[config.mk]
export PLATFORM = sky130hd
export DESIGN_NAME = tam_responder
export DESIGN_NICKNAME = d
export VERILOG_FILES = /design/src/rtl/tam_pkg.sv /design/src/rtl/tam_wr_mbox.sv /design/src/rtl/tam_entry_rom.sv /design/src/rtl/tam_rd_mbox.sv /design/src/rtl/tam_rsp_engine.sv /design/src/rtl/tam_responder.sv
export SDC_FILE = /design/constraint.sdc
export NUM_CORES = 1
export LEC_CHECK = 0
export BUFFER_PORTS_ARGS = -buffer_cell sky130_fd_sc_hd__buf_2
export CAP_MARGIN = 20
export CORE_MARGIN = 1.5
export CORE_UTILIZATION = 55
export DETAILED_ROUTE_END_ITERATION = 6
export PLACE_DENSITY_LB_ADDON = 0.05
export SYNTH_ARGS = -nofsm -noshare
export SYNTH_HDL_FRONTEND = slang
export SYNTH_SLANG_ARGS = --single-unit
[constraint.sdc]
create_clock -name clk -period 3.08 [get_ports clk]
set_clock_uncertainty 0.05 [all_clocks]
set_input_delay 0.462 -clock clk [delete_from_list [all_inputs] [get_ports clk]]
set_output_delay 0.462 -clock clk [all_outputs]
set_load 0.03 [all_outputs]
[src/rtl/tam_pkg.sv]
package tam_pkg;

   localparam int unsigned REQ_DW = 3;

   typedef enum logic [1:0] {
      ST_IDLE  = 2'd0,
      ST_CHECK = 2'd1,
      ST_EMIT  = 2'd2
   } eng_state_t;

   // byte length of table entry i
   function automatic int unsigned ent_bytes(input int unsigned i, input int unsigned max_dw);
      return 1 + ((7 * i) % (4 * max_dw));
   endfunction

   // dword j of entry i, bytes past the entry length read as zero
   function automatic logic [31:0] ent_word(input int unsigned i, input int unsigned j,
                                            input int unsigned nbytes);
      logic [31:0] w;
      w = '0;
      for (int unsigned b = 0; b < 4; b++) begin
         if ((4 * j + b) < nbytes)
            w[8*b +: 8] = 8'((16 * i + 4 * j + b + 48) % 256);
      end
      return w;
   endfunction

endpackage

[src/rtl/tam_wr_mbox.sv]
module tam_wr_mbox #(
   parameter int unsigned DEPTH = 8,
   localparam int unsigned CW = $clog2(DEPTH + 1)
) (
   input  logic          clk,
   input  logic          rst_n,
   input  logic          wr_valid,
   input  logic [31:0]   wr_data,
   input  logic          clear,
   output logic [17:0]   len_fld,
   output logic [15:0]   handle,
   output logic [CW-1:0] count
);

   logic [31:0]   slot_q [DEPTH];
   logic [CW-1:0] cnt_q;

   always_ff @(posedge clk) begin
      if (!rst_n) begin
         cnt_q <= '0;
         for (int k = 0; k < DEPTH; k++) slot_q[k] <= '0;
      end else if (clear) begin
         cnt_q <= '0;
      end else if (wr_valid && (cnt_q < CW'(DEPTH))) begin
         slot_q[cnt_q[$clog2(DEPTH)-1:0]] <= wr_data;
         cnt_q <= cnt_q + CW'(1);
      end
   end

   assign len_fld = slot_q[1][17:0];
   assign handle  = slot_q[2][31:16];
   assign count   = cnt_q;

endmodule

[src/rtl/tam_entry_rom.sv]
module tam_entry_rom #(
   parameter int unsigned N_ENTRIES  = 4,
   parameter int unsigned MAX_ENT_DW = 6,
   localparam int unsigned IW = (N_ENTRIES > 1) ? $clog2(N_ENTRIES) : 1,
   localparam int unsigned WW = (MAX_ENT_DW > 1) ? $clog2(MAX_ENT_DW) : 1,
   localparam int unsigned BW = $clog2(4 * MAX_ENT_DW + 1)
) (
   input  logic [IW-1:0] idx,
   input  logic [WW-1:0] word,
   output logic [31:0]   data,
   output logic [BW-1:0] nbytes
);

   logic [BW-1:0] len_tab  [N_ENTRIES];
   logic [31:0]   word_tab [N_ENTRIES][MAX_ENT_DW];

   for (genvar g = 0; g < N_ENTRIES; g++) begin : g_ent
      assign len_tab[g] = BW'(tam_pkg::ent_bytes(g, MAX_ENT_DW));
      for (genvar k = 0; k < MAX_ENT_DW; k++) begin : g_word
         assign word_tab[g][k] =
            tam_pkg::ent_word(g, k, tam_pkg::ent_bytes(g, MAX_ENT_DW));
      end
   end

   always_comb begin
      data   = '0;
      nbytes = '0;
      if (32'(idx) < N_ENTRIES) begin
         nbytes = len_tab[idx];
         if (32'(word) < MAX_ENT_DW) data = word_tab[idx][word];
      end
   end

endmodule

[src/rtl/tam_rd_mbox.sv]
module tam_rd_mbox #(
   parameter int unsigned DEPTH      = 32,
   parameter bit          MASK_EMPTY = 1'b1,
   localparam int unsigned PW = $clog2(DEPTH),
   localparam int unsigned LW = $clog2(DEPTH + 1)
) (
   input  logic          clk,
   input  logic          rst_n,
   input  logic          push,
   input  logic [31:0]   push_data,
   input  logic          pop,
   output logic [31:0]   head,
   output logic [LW-1:0] level,
   output logic          ready,
   output logic [LW-1:0] space
);

   logic [31:0]   mem_q [DEPTH];
   logic [PW-1:0] wp_q, rp_q;
   logic [LW-1:0] lvl_q;
   logic          do_push, do_pop;

   assign do_push = push && (lvl_q < LW'(DEPTH));
   assign do_pop  = pop && (lvl_q != '0);

   always_ff @(posedge clk) begin
      if (!rst_n) begin
         wp_q  <= '0;
         rp_q  <= '0;
         lvl_q <= '0;
         for (int k = 0; k < DEPTH; k++) mem_q[k] <= '0;
      end else begin
         if (do_push) begin
            mem_q[wp_q] <= push_data;
            wp_q        <= wp_q + PW'(1);
         end
         if (do_pop) rp_q <= rp_q + PW'(1);
         case ({do_push, do_pop})
            2'b10:   lvl_q <= lvl_q + LW'(1);
            2'b01:   lvl_q <= lvl_q - LW'(1);
            default: lvl_q <= lvl_q;
         endcase
      end
   end

   assign level = lvl_q;
   assign ready = (lvl_q != '0);
   assign space = LW'(DEPTH) - lvl_q;

   if (MASK_EMPTY) begin : g_mask
      assign head = ready ? mem_q[rp_q] : '0;
   end else begin : g_raw
      assign head = mem_q[rp_q];
   end

endmodule

[src/rtl/tam_rsp_engine.sv]
module tam_rsp_engine #(
   parameter logic [15:0] VENDOR_ID  = 16'h1E98,
   parameter logic [7:0]  OBJ_TYPE   = 8'h02,
   parameter logic [7:0]  RSP_CODE   = 8'h00,
   parameter logic [7:0]  TABLE_TYPE = 8'h00,
   parameter int unsigned N_ENTRIES  = 4,
   parameter int unsigned MAX_ENT_DW = 6,
   parameter int unsigned WMB_DEPTH  = 8,
   parameter int unsigned RMB_DEPTH  = 32,
   localparam int unsigned IW  = (N_ENTRIES > 1) ? $clog2(N_ENTRIES) : 1,
   localparam int unsigned WW  = (MAX_ENT_DW > 1) ? $clog2(MAX_ENT_DW) : 1,
   localparam int unsigned BW  = $clog2(4 * MAX_ENT_DW + 1),
   localparam int unsigned RW  = $clog2(MAX_ENT_DW + 4),
   localparam int unsigned WCW = $clog2(WMB_DEPTH + 1),
   localparam int unsigned LW  = $clog2(RMB_DEPTH + 1)
) (
   input  logic           clk,
   input  logic           rst_n,
   input  logic           go,
   input  logic [17:0]    wmb_len,
   input  logic [15:0]    wmb_handle,
   input  logic [WCW-1:0] wmb_count,
   output logic           wmb_clear,
   output logic [IW-1:0]  rom_idx,
   output logic [WW-1:0]  rom_word,
   input  logic [31:0]    rom_data,
   input  logic [BW-1:0]  rom_bytes,
   input  logic [LW-1:0]  rmb_space,
   output logic           push,
   output logic [31:0]    push_data,
   output logic           busy
);
   import tam_pkg::*;

   eng_state_t     st_q;
   logic [15:0]    hnd_q;
   logic [RW-1:0]  rlen_q, pos_q;
   logic           req_ok, last_ent, final_dw;
   logic [15:0]    next_hnd;
   logic [RW-1:0]  rsp_len, pay_pos;

   assign req_ok = (wmb_count >= WCW'(REQ_DW)) && (wmb_len >= 18'(REQ_DW))
                   && (hnd_q < 16'(N_ENTRIES));
   assign rsp_len  = RW'(REQ_DW + ((32'(rom_bytes) + 32'd3) >> 2));
   assign last_ent = (hnd_q == 16'(N_ENTRIES - 1));
   assign next_hnd = last_ent ? 16'hFFFF : (hnd_q + 16'd1);
   assign pay_pos  = pos_q - RW'(REQ_DW);

   assign rom_idx  = hnd_q[IW-1:0];
   assign rom_word = (pos_q >= RW'(REQ_DW)) ? pay_pos[WW-1:0] : '0;

   assign push     = (st_q == ST_EMIT) && (rmb_space != '0);
   assign final_dw = (pos_q == rlen_q - RW'(1));
   assign busy     = (st_q != ST_IDLE);
   assign wmb_clear = ((st_q == ST_CHECK) && !req_ok) || (push && final_dw);

   always_comb begin
      case (pos_q)
         RW'(0):  push_data = {8'h00, OBJ_TYPE, VENDOR_ID};
         RW'(1):  push_data = {{(32-RW){1'b0}}, rlen_q};
         RW'(2):  push_data = {next_hnd, TABLE_TYPE, RSP_CODE};
         default: push_data = rom_data;
      endcase
   end

   always_ff @(posedge clk) begin
      if (!rst_n) begin
         st_q   <= ST_IDLE;
         hnd_q  <= '0;
         rlen_q <= '0;
         pos_q  <= '0;
      end else begin
         case (st_q)
            ST_IDLE: if (go) begin
               hnd_q <= wmb_handle;
               st_q  <= ST_CHECK;
            end
            ST_CHECK: begin
               if (req_ok) begin
                  rlen_q <= rsp_len;
                  pos_q  <= '0;
                  st_q   <= ST_EMIT;
               end else begin
                  st_q <= ST_IDLE;
               end
            end
            ST_EMIT: if (push) begin
               pos_q <= pos_q + RW'(1);
               if (final_dw) st_q <= ST_IDLE;
            end
            default: st_q <= ST_IDLE;
         endcase
      end
   end

endmodule

[src/rtl/tam_responder.sv]
module tam_responder #(
   parameter logic [15:0] VENDOR_ID  = 16'h1E98,
   parameter logic [7:0]  OBJ_TYPE   = 8'h02,
   parameter logic [7:0]  RSP_CODE   = 8'h00,
   parameter logic [7:0]  TABLE_TYPE = 8'h00,
   parameter int unsigned N_ENTRIES  = 4,
   parameter int unsigned MAX_ENT_DW = 6,
   parameter int unsigned WMB_DEPTH  = 8,
   parameter int unsigned RMB_DEPTH  = 32,
   parameter bit          MASK_EMPTY = 1'b1
) (
   input  logic                           clk,
   input  logic                           rst_n,
   input  logic                           wr_valid,
   input  logic [31:0]                    wr_data,
   input  logic                           go,
   input  logic                           rd_pop,
   output logic [31:0]                    rd_data,
   output logic [$clog2(RMB_DEPTH+1)-1:0] rd_level,
   output logic                           ready,
   output logic                           busy
);
   localparam int unsigned IW  = (N_ENTRIES > 1) ? $clog2(N_ENTRIES) : 1;
   localparam int unsigned WW  = (MAX_ENT_DW > 1) ? $clog2(MAX_ENT_DW) : 1;
   localparam int unsigned BW  = $clog2(4 * MAX_ENT_DW + 1);
   localparam int unsigned WCW = $clog2(WMB_DEPTH + 1);
   localparam int unsigned LW  = $clog2(RMB_DEPTH + 1);

   initial begin
      if (WMB_DEPTH < tam_pkg::REQ_DW) $error("WMB_DEPTH must hold a whole request");
      if (RMB_DEPTH < MAX_ENT_DW + tam_pkg::REQ_DW) $error("RMB_DEPTH must hold the largest response");
      if ((RMB_DEPTH & (RMB_DEPTH - 1)) != 0) $error("RMB_DEPTH must be a power of two");
      if ((WMB_DEPTH & (WMB_DEPTH - 1)) != 0) $error("WMB_DEPTH must be a power of two");
      if (N_ENTRIES < 1 || N_ENTRIES > 65535) $error("N_ENTRIES out of range");
      if (MAX_ENT_DW < 1) $error("MAX_ENT_DW must be positive");
   end

   logic [17:0]    wmb_len;
   logic [15:0]    wmb_handle;
   logic [WCW-1:0] wmb_count;
   logic           wmb_clear;
   logic [IW-1:0]  rom_idx;
   logic [WW-1:0]  rom_word;
   logic [31:0]    rom_data;
   logic [BW-1:0]  rom_bytes;
   logic [LW-1:0]  rmb_space;
   logic           push;
   logic [31:0]    push_data;

   tam_wr_mbox #(.DEPTH(WMB_DEPTH)) u_wr_mbox (
      .clk(clk), .rst_n(rst_n), .wr_valid(wr_valid), .wr_data(wr_data),
      .clear(wmb_clear), .len_fld(wmb_len), .handle(wmb_handle), .count(wmb_count)
   );

   tam_entry_rom #(.N_ENTRIES(N_ENTRIES), .MAX_ENT_DW(MAX_ENT_DW)) u_rom (
      .idx(rom_idx), .word(rom_word), .data(rom_data), .nbytes(rom_bytes)
   );

   tam_rsp_engine #(
      .VENDOR_ID(VENDOR_ID), .OBJ_TYPE(OBJ_TYPE), .RSP_CODE(RSP_CODE),
      .TABLE_TYPE(TABLE_TYPE), .N_ENTRIES(N_ENTRIES), .MAX_ENT_DW(MAX_ENT_DW),
      .WMB_DEPTH(WMB_DEPTH), .RMB_DEPTH(RMB_DEPTH)
   ) u_engine (
      .clk(clk), .rst_n(rst_n), .go(go),
      .wmb_len(wmb_len), .wmb_handle(wmb_handle), .wmb_count(wmb_count),
      .wmb_clear(wmb_clear), .rom_idx(rom_idx), .rom_word(rom_word),
      .rom_data(rom_data), .rom_bytes(rom_bytes), .rmb_space(rmb_space),
      .push(push), .push_data(push_data), .busy(busy)
   );

   tam_rd_mbox #(.DEPTH(RMB_DEPTH), .MASK_EMPTY(MASK_EMPTY)) u_rd_mbox (
      .clk(clk), .rst_n(rst_n), .push(push), .push_data(push_data),
      .pop(rd_pop), .head(rd_data), .level(rd_level), .ready(ready),
      .space(rmb_space)
   );

endmodule

Word-level counts from Yosys, hierarchy flattened
Memories as Yosys holds them, arrays and structs flattened. A register that Yosys moved wholly into a read port is not among the register bits.
Cells that the tools add are included.
{ "op_classes": {"muxes": 39, "reduce_logical": 25, "n_bitwise": 3, "n_addsub": 12, "magnitude_cmp": 9, "eq_ne": 12} }
{ "ops": {"columns": ["operator", "count"], "rows": [
  ["192-bit binary-select mux with 2-bit select", 1],
  ["192-bit two-way mux", 2],
  ["32-bit two-way mux", 6],
  ["32-bit binary-select mux with 3-bit select", 1],
  ["32-bit one-hot mux with 3 select lines", 1],
  ["32-bit OR reduction", 2],
  ["5-bit two-way mux", 5],
  ["18-bit by 2-bit greater-or-equal comparator with 1-bit output, second input constant", 1],
  ["16-bit by 1-bit adder with 16-bit output, second input constant", 1],
  ["16-bit by 2-bit equality test with 1-bit output, second input constant", 1],
  ["16-bit by 3-bit less-than comparator with 1-bit output, second input constant", 1],
  ["16-bit two-way mux", 1],
  ["6-bit one-hot mux with 2 select lines", 1],
  ["6-bit nonzero test", 2],
  ["5-bit by 1-bit adder with 5-bit output, second input constant", 2],
  ["5-bit binary-select mux with 2-bit select", 1],
  ["1-bit two-way mux", 10],
  ["4-bit by 1-bit adder with 4-bit output, second input constant", 2],
  ["4-bit by 2-bit greater-or-equal comparator with 1-bit output, second input constant", 2],
  ["1-bit logical AND", 8],
  ["2-bit two-way mux", 4],
  ["4-bit two-way mux", 2],
  ["4-bit one-hot mux with 2 select lines", 1],
  ["5-bit by 2-bit adder with 6-bit output, second input constant", 1],
  ["31 further kinds", 41]
]} }
{ "totals": {"memories": 2, "in_bits": 37, "ram_bits": 1280, "regBits": 30, "out_inout_bits": 40} }
{ "memory_table": {"columns": ["name", "depth", "width", "rd", "rd_ports_with_merged_regs", "write_ports", "line", "source"], "rows": [
  ["u_rd_mbox.mem_q", 32, 32, 1, 1, 32, "tam_rd_mbox.sv:18", "logic [31:0] mem_q [DEPTH];"],
  ["u_wr_mbox.slot_q", 8, 32, 2, 1, 8, "tam_wr_mbox.sv:15", "logic [31:0] slot_q [DEPTH];"]
]} }

Longest topological paths before layout
Gate-level depths: netlist (run 1).
An unclocked memory read counts as a cell.
{ "logic_depth": {"depth_word": 12, "mapped_depth": 12, "depth_no_buf": 11} }

Cells and area by module
From an unflattened synthesis (run 1), not the netlist that was laid out.
{ "hier_totals": {"cells_unflattened": 3403, "hier_area_um2": 51624.5} }
{ "modules_own_cells": {"columns": ["module", "seq_area_each_um2", "cells_each", "n_inst", "area_per_inst_um2"], "rows": [
  ["tam_rd_mbox", 31169.9, 2957, 1, 47586.9],
  ["tam_rsp_engine", 520.5, 291, 1, 2140.8],
  ["tam_wr_mbox", 1101.1, 91, 1, 1487.7],
  ["tam_entry_rom", 0.0, 64, 1, 409.1]
]} }

Least setup slack after synthesis (run 1)
Ideal clock, no wire load.
{ "synth_timing": {"kind": "register to register", "start": "reg u_rd_mbox.lvl_q[1], in the netlist u_rd_mbox.level[1]", "end": "reg u_rd_mbox.lvl_q[5], in the netlist u_rd_mbox.level[5]", "path_buffers": 1, "period_less_slack_ns": 3.218, "t_arrival_ns": 3.096, "path_stages_with_launch": 9, "path_slack_ns": -0.138, "t_required_ns": 2.958, "setup_time_ns": 0.072, "path_cell_list": "dfxtp_1 -> or4_4 -> o31a_1 -> clkbuf_1 -> ha_1 -> ha_1 -> or3b_2 -> o311ai_0 -> mux2i_1"} }
{ "synth_lines": {"columns": ["element", "line", "source"], "rows": [
  ["start: declaration", "tam_rd_mbox.sv:20", "logic [LW-1:0] lvl_q;"],
  ["start signal: assignment", "tam_rd_mbox.sv:39", "2'b10: lvl_q <= lvl_q + LW'(1);"],
  ["start signal: assignment", "tam_rd_mbox.sv:40", "2'b01: lvl_q <= lvl_q - LW'(1);"],
  ["start signal: assignment", "tam_rd_mbox.sv:41", "default: lvl_q <= lvl_q;"],
  ["6-bit nonzero test *", "tam_rd_mbox.sv:24", "assign do_pop = pop && (lvl_q != '0);"],
  ["1-bit logical AND *", "tam_rd_mbox.sv:24", null],
  ["via u_rd_mbox.do_pop", "tam_rd_mbox.sv:21", "logic do_push, do_pop;"],
  ["2-bit by 1-bit equality test with 1-bit output / 2-bit equality test (equally long branches)", "tam_rd_mbox.sv:38", "case ({do_push, do_pop})"],
  ["6-bit one-hot mux with 2 select lines / 2-bit nonzero test (equally long branches)", null, null]
]} }
The timed path passes the listed nets; every way through them passes the cells marked *.
A chain may end at the register's enable or synchronous reset.

==> summary.md, run 1 <==
| Metric | Value |
|---|---|
| Outcome | finished, violations left |
| Initial DRC Count | 3231 |
| Initial core utilization | 55.78% |
| Final Non-Filler Cells | 4258 |
| Final #Nets | 3197 |
| Mapped Avg Cell Area | 14.35 µm² |
| First-pass DRT Iterations | 5 |
| Vias in the first global route | 27240 |
| Worst path slowest cell | mux4_2 |
| Vias per cell | 6.353 |
| Worst setup EP type | output pin |
| Sinks on Clock Net | 981 |
| Total CTS buffers | 102 |
| Final WL | 125600 µm |
| Vias post-DR | 27050 |
| CP Buf/Inv Count | 5 |
| Antenna violations before repair | 0 |
| Port Buffers | 75 |
| Post-detail-place hpwl | 73270 µm |
| CP startpoint kind | flip-flop |
| Max Clock Freq | 0.2860 GHz |
| Worst-path maximum fanout | 8 |
| DR WL/cell | 29.49 µm |
| Mapped Cells | 3025 |
| Peak VDD IR | 430.4 µV |
| Gr usage total | 31.41% |
| Largest cells by area after synthesis | edfxtp_1 (64%), mux4_2 (15%), nor2_1 (7.2%), dfxtp_1 (2.4%), clkbuf_1 (1.7%) |
| Largest net degree at the start of global routing | 50 |
| DIE AREA | 80640 µm² |
| Least-Margin Pin Slew | 0.7481 ns |
| Crit path kind | reg -> out |
| Pwr dens | 554.2 nW/µm² |
| Setup violations, final | 31 |
| CP peak stage delay | 0.59 ns |
| Worst-case clock buffer depth | 3 |
| Global route total overflow | 0 |
| FFs w/ async S/R, synth | 0% |
| Total power | 27.88 mW |
| Seq cells post-synth | 981 |
| Crit-path leading delay family | multiplexers |
| Hold Slack | 0.03063 ns |
| Commonest non-fill, non-tap cell in the layout | edfxtp_1 |
| Worst path required time | 2.57 ns |
| Post-Syn Nets | 3088 |
| Die Ht | 284.0 µm |
| Netlist cell types | 81 |
| Synth area leader | edfxtp_1 |
| Pre-CTS setup slack | -0.06512 ns |
| Post-synth top flop | edfxtp_1 |
| Most frequent cells in the layout | edfxtp_1 (930), nor2_1 (833), mux4_2 (280) |
| Core Rows | 102 |
| H-tree depth | 3 |
| Unrepaired setup endpoints after global routing | yes |
| Sequential area share after synthesis | 66.66% |
| Ant. Diodes | 0 |
| Max-cap violations | 0 |
| Clock transition at path regs | 0.06 ns |
| CTS tree | built |
| Critical-path cell list | buf_12 -> buf_16 -> buf_16 -> mux4_2 -> mux4_2 -> inv_2 -> o22ai_4 -> buf_6 |
| Post-synth EDFFs | 930 |
| Synth top area share | 64.31% |
| Cell Area, Synth | 43420 µm² |
| Core region area | 77850 µm² |
| CTS root buf | clkbuf_16 |
| Slew HR | 49.74% |
| Post-route setup slack | -0.4170 ns |
| Hold Path Class | in -> reg |
| Failing checks | negative setup slack |
| Post-route ant nets | 0 |
| Share of cells above drive strength 1 | 25.61% |
| Placed Cells | 4031 |
| Die width | 284.0 µm |
| RD Place Congestion | 0.8265 |
| # DRC | 0 |
| Clk_lat worst skew | 0.66 ns |
| Layout area overhead | 15.84% |
| Ports | 77 |
| Setup_tns | -10.78 ns |
| Leak Pwr | 17.15 nW |
| Crit share post-route | 113.5% |
| Worst endpoint data arrival time | 2.99 ns |
| Max Transition Viols Final | 0 |
| First-pass GRT wire length | 182200 µm |
| Yosys warns | 0 |
| Final min period | 3.497 ns |
| Final Hold Viols | 0 |
==> metal layers <==
layer	vias to the layer above	share of wire, %	routed length [µm]	GRT usage (%)
li1	11320	-	-	-
met1	13830	38	47110	43.43
met2	1665	49	61130	51.27
met3	237	11	13530	5.876
met4	0	3.0	3809	9.428
met5	-	0	0	0
==> cell usage after synthesis, drive strengths merged (4+ instances only) <==
master and instances:
a21oi 131, buf 100, and2 41, inv 77
nor3 12, xor2 15, dfxtp 51, or3 7
xnor2 9, edfxtp 930, nand4 6, nand3 17
clkbuf 194, o32ai 4, nand2 128, nor3b 5
o211ai 5, and3 10, a311oi 4, o21ai 17
nor4 10, nand2b 11, mux4 280, o31ai 5
o22ai 29, mux2i 7, a21o 5, ha 25
nor2 833
==> power by group <==
part           internal (mW)  leakage, nW  switching (mW)  total [mW]
combinational          0.335         5.56           0.625       0.960
sequential              15.0         10.0           0.134        15.1
clock                   6.72         1.57            5.09        11.8
==> final timing paths <==
check,start,endpoint,slack (ns),depth (start not counted)
worst max-delay path,flip-flop,rd_data[2],-0.42,8
worst min-delay path,wr_data[14],u_wr_mbox.slot_q[1][14],0.03,2
worst max register to register,u_rd_mbox.level[1],u_rd_mbox.level[5],0.15,7
worst min register to register,u_wr_mbox.slot_q[2][30],u_engine.hnd_q[14],0.47,2
==> kinds of logic after synthesis <==
| family | Yosys count | synth area share [%] |
|---|---|---|
| compound gates | 232 | 3.406 |
| other cells | 1 | 0.008636 |
| xor+xnor | 25 | 0.5360 |
| simple gates | 1101 | 10.44 |
| mux | 287 | 14.68 |
| flops | 981 | 66.66 |
| buf+inv | 372 | 3.495 |
| fa+ha+maj | 26 | 0.7665 |
==> worst reg2reg max path, cell delays in order (launching register included) <==
cell      delay, ns
dfxtp_1        0.36
or4_4          0.60
o31a_1         0.28
ha_2           0.26
ha_1           0.37
or3b_2         0.47
o311ai_2       0.25
mux2i_1        0.21
==> flip-flops by register name (all words and copies together), names as in the netlist, named ones only <==
signal / cells
u_rd_mbox.level: 6
u_wr_mbox.slot_q: 34
u_engine.hnd_q: 16
u_engine.pos_q: 4
u_engine.st_q: 2
u_wr_mbox.count: 4
u_rd_mbox.rp_q: 5
u_engine.rlen_q: 4
u_rd_mbox.wp_q: 5
u_rd_mbox.mem_q: 896
==> what timing repair did <==
item,in CTS,in global routing
resized for setup,129,26
endpoints found under the hold margin,2,0
buffers inserted,20,7
endpoints found under the setup margin,46,74
gates cloned,10,5
pin swaps,1,3
hold buffers,2,0
==> stage by stage <==
| stage | util (%) | instance area, µm² |
|---|---|---|
| after CTS | 64.45 | 50180 |
| after detailed placement | 59.17 | 46070 |
| final | 64.62 | 50300 |
| after global placement | 59.17 | 46070 |
| after floorplan | - | 43440 |
| after global routing | 64.62 | 50300 |
==> cell type report <==
cell class / instances / area [µm²]
multi-input combinational: 1672 / 13270
clock buffer: 131 / 2754
timing repair buffer: 299 / 3291
inverter: 78 / 297.8
fill: 5655 / 27550
clock inverter: 57 / 422.9
tap: 1040 / 1301
sequential: 981 / 28960
(Power assumes the default switching activity.)
==> run 2: changes to the inputs <==
SYNTH_HIERARCHICAL = 1   (was not set)
==> run 2 against run 1 <==
  * Total power rose by 15%
  * Non-clock buffer count grew 209
  * Clock power up 13%
  * Register-to-register slack lost 0.39 ns
  * Cell area rose by 25%
  * The run ends with max-slew violations, negative setup slack left
  * Utilization is 3.0 points higher
==> summary.md, run 2 <==
| Metric | Value |
|---|---|
| Outcome | finished, violations left |
| Failing checks | max-slew violations, negative setup slack |
| Total CTS buffers | 114 |
| Final instance area | 63020 µm² |
| Worst-path maximum fanout | 7 |
| Vias per cell | 6.099 |
| Die width | 309.4 µm |
| Core Rows | 112 |
| Cell Area, Synth | 51620 µm² |
| Vias in the first global route | 30850 |
| Post-route setup slack | -0.4894 ns |
| Seq cells post-synth | 1109 |
| Post-detail-place hpwl | 89970 µm |
| Worst path depth | 9 |
| CTS tree | built |
| Unrepaired setup endpoints after global routing | yes |
| Max Transition Viols Final | 24 |
| Vias post-DR | 30790 |
| CTS root buf | clkbuf_16 |
| DR WL/cell | 29.15 µm |
| Final #Nets | 3756 |
| Worst endpoint data arrival time | 3.06 ns |
| Cell depth of the worst flop-to-flop path | 15 |
| Least-Margin Pin Slew | 1.502 ns |
| Largest regs | u_rd_mbox/mem_q (1024), u_wr_mbox/slot_q (34), u_engine/hnd_q (16) |
| Worst path required time | 2.57 ns |
| Pre-CTS setup slack | -0.1442 ns |
| Pwr dens | 506.9 nW/µm² |
| Gr usage total | 30.69% |
| Sinks on Clock Net | 1109 |
| Die Ht | 309.4 µm |
| DIE AREA | 95710 µm² |
| Sequential area share after synthesis | 63.52% |
| Top post-synthesis cells by count | and2_1 (1084), edfxtp_1 (1058), mux4_2 (288) |
| Number of filler cells placed in the layout | 6342 |
| Mapped Cells | 3403 |
| First-pass GRT wire length | 209500 µm |
| CP Buf/Inv Count | 6 |
| Final Hold Viols | 0 |
| R2R Setup Slk | -0.24 ns |
| Crit-path leading delay family | multiplexers |
| Worst setup EP type | output pin |
| Largest net degree at the start of global routing | 41 |
| # DRC | 0 |
| Count leader, synth | and2_1 |
| Hold path startpoint | wr_valid |
| Area after DPL | 56500 µm² |
| Peak VDD IR | 451.7 µV |
| Post-synth EDFFs | 1058 |
| Largest cells by area after synthesis | edfxtp_1 (62%), and2_1 (13%), mux4_2 (13%), dfxtp_1 (2.0%), clkbuf_1 (1.8%) |
| Clk_lat worst skew | 0.71 ns |
| RD Place Congestion | 0.8653 |
| Max Clock Freq | 0.2802 GHz |
| Synth top area share | 61.54% |
| Max FFs per register | 1024 |
| Initial DRC Count | 3535 |
| Setup violations, final | 129 |
| Top reg by flops | u_rd_mbox/mem_q |
| Most frequent cells in the layout | edfxtp_1 (1058), and2_1 (989), mux4_2 (288) |
| Max-cap violations | 0 |
| Leak Pwr | 21.92 nW |
| Setup_tns | -19.29 ns |
| Antenna violations before repair | 3 |
| Global route total overflow | 0 |
| Hold Path Class | in -> reg |
| Synth area leader | edfxtp_1 |
| CP peak stage delay | 0.58 ns |
| Critical-path cell list | buf_12 -> buf_16 -> buf_12 -> buf_6 -> mux4_2 -> mux4_2 -> inv_2 -> a221oi_2 -> buf_4 |
| Final WL | 147200 µm |
| Worst-case clock buffer depth | 3 |
| Post-synth top flop | edfxtp_1 |
| Slew HR | -0.1105% |
| Crit path kind | reg -> out |
| Post-route ant nets | 0 |
| Layout area overhead | 22.08% |
| FFs w/ async S/R, synth | 0% |
| Crit share post-route | 115.9% |
| Final min period | 3.569 ns |
| Core region area | 93190 µm² |
| Netlist cell types | 73 |
| RR Startpoint | u_rd_mbox/level[0] |
| Share of cells above drive strength 1 | 31.78% |
| Yosys warns | 6 |
| Mapped Avg Cell Area | 15.17 µm² |
| Hold Path Depth | 3 |
| CP startpoint kind | flip-flop |
| Clock transition at path regs | 0.06 ns |
| Worst path slowest cell | mux4_2 |
| Port Buffers | 76 |
| First-pass DRT Iterations | 6 |
| Initial core utilization | 55.40% |
| Ports | 77 |
| Commonest non-fill, non-tap cell in the layout | edfxtp_1 |
| H-tree depth | 3 |
[run 2: changes by cell type after synthesis, sizes merged, moves of 32 or more]
cell / previous run / this run
edfxtp: 930 / 1058
a21oi: 131 / 9
and2: 41 / 1084
mux2i: 7 / 39
nor2: 833 / 58
clkbuf: 194 / 257
inv: 77 / 38
nand2: 128 / 77
[run 2: worst paths after layout]
check	end
worst max-delay path	rd_data[9]
worst min-delay path	u_wr_mbox/count[3]
worst max register to register	u_rd_mbox/level[5]
worst min register to register	u_engine/rlen_q[3]
[run 2: tightest hold or removal path, cell delays in order]
cell and delay [ns]:
buf_2 0.12, a41oi_1 0.11, nor2_1 0.11
[run 2: repair_timing]
action | in CTS | in global routing
hold buffers | 33 | 0
endpoints found under the setup margin | 249 | 1705
setup buffers | 67 | 25
gates cloned | 23 | 18
resized for setup | 204 | 108
hold endpoints to repair | 35 | 0
pin swaps | 26 | 38
[run 2: layout make-up]
class,instances,area [µm²],share of cell area (%)
Clock buffer,138,2953,4.685
Antenna cell,2,5.005,0.007941
Multi-Input combinational cell,1908,18270,28.98
Inverter,55,250.2,0.3971
Tap cell,1254,1569,2.490
Sequential cell,1109,32820,52.08
Timing Repair Buffer,508,6551,10.40
Clock inverter,74,609.3,0.9669
[run 2: per-layer routing]
metal / global-route usage [%] / up-vias / routed length, µm
met5: 0 / - / 8
met4: 11.09 / 2 / 4859
met3: 4.645 / 214 / 12410
met2: 50.11 / 1318 / 70990
met1: 42.22 / 16120 / 58900
li1: - / 13140 / -
[run 2: where the power goes]
part	total [mW]	switching [mW]	internal (mW)
registers	17.3	0.196	17.1
logic	1.29	0.726	0.559
clock network	13.3	5.78	7.55
total	31.9	6.70	25.2
[run 2: cell families (layout without fill, tap and decap cells)]
| group | Yosys count | count (layout) | share of synthesized area (%) |
|---|---|---|---|
| xor+xnor | 32 | 32 | 0.5429 |
| flops | 1109 | 1109 | 63.52 |
| simple gates | 1318 | 1318 | 15.39 |
| buf+inv | 393 | 775 | 3.420 |
| mux | 327 | 327 | 13.32 |
| compound gates | 200 | 200 | 3.228 |
| other cells | 1 | 10 | 0.007264 |
| fa+ha+maj | 23 | 23 | 0.5720 |
[run 2: per-stage QoR]
stage / hold WS, ns / std cells / util (%) / power [mW]
floorplan: 0.4097 / 3410 / - / 18.20
global placement: 0.4328 / 4687 / 60.63 / 18.76
global route: 0.05528 / 5046 / 67.62 / 32.81
CTS: 0.004537 / 5015 / 66.87 / 32.14
finish: 0.07784 / 5048 / 67.63 / 31.94
detailed placement: 0.4572 / 4687 / 60.63 / 18.83
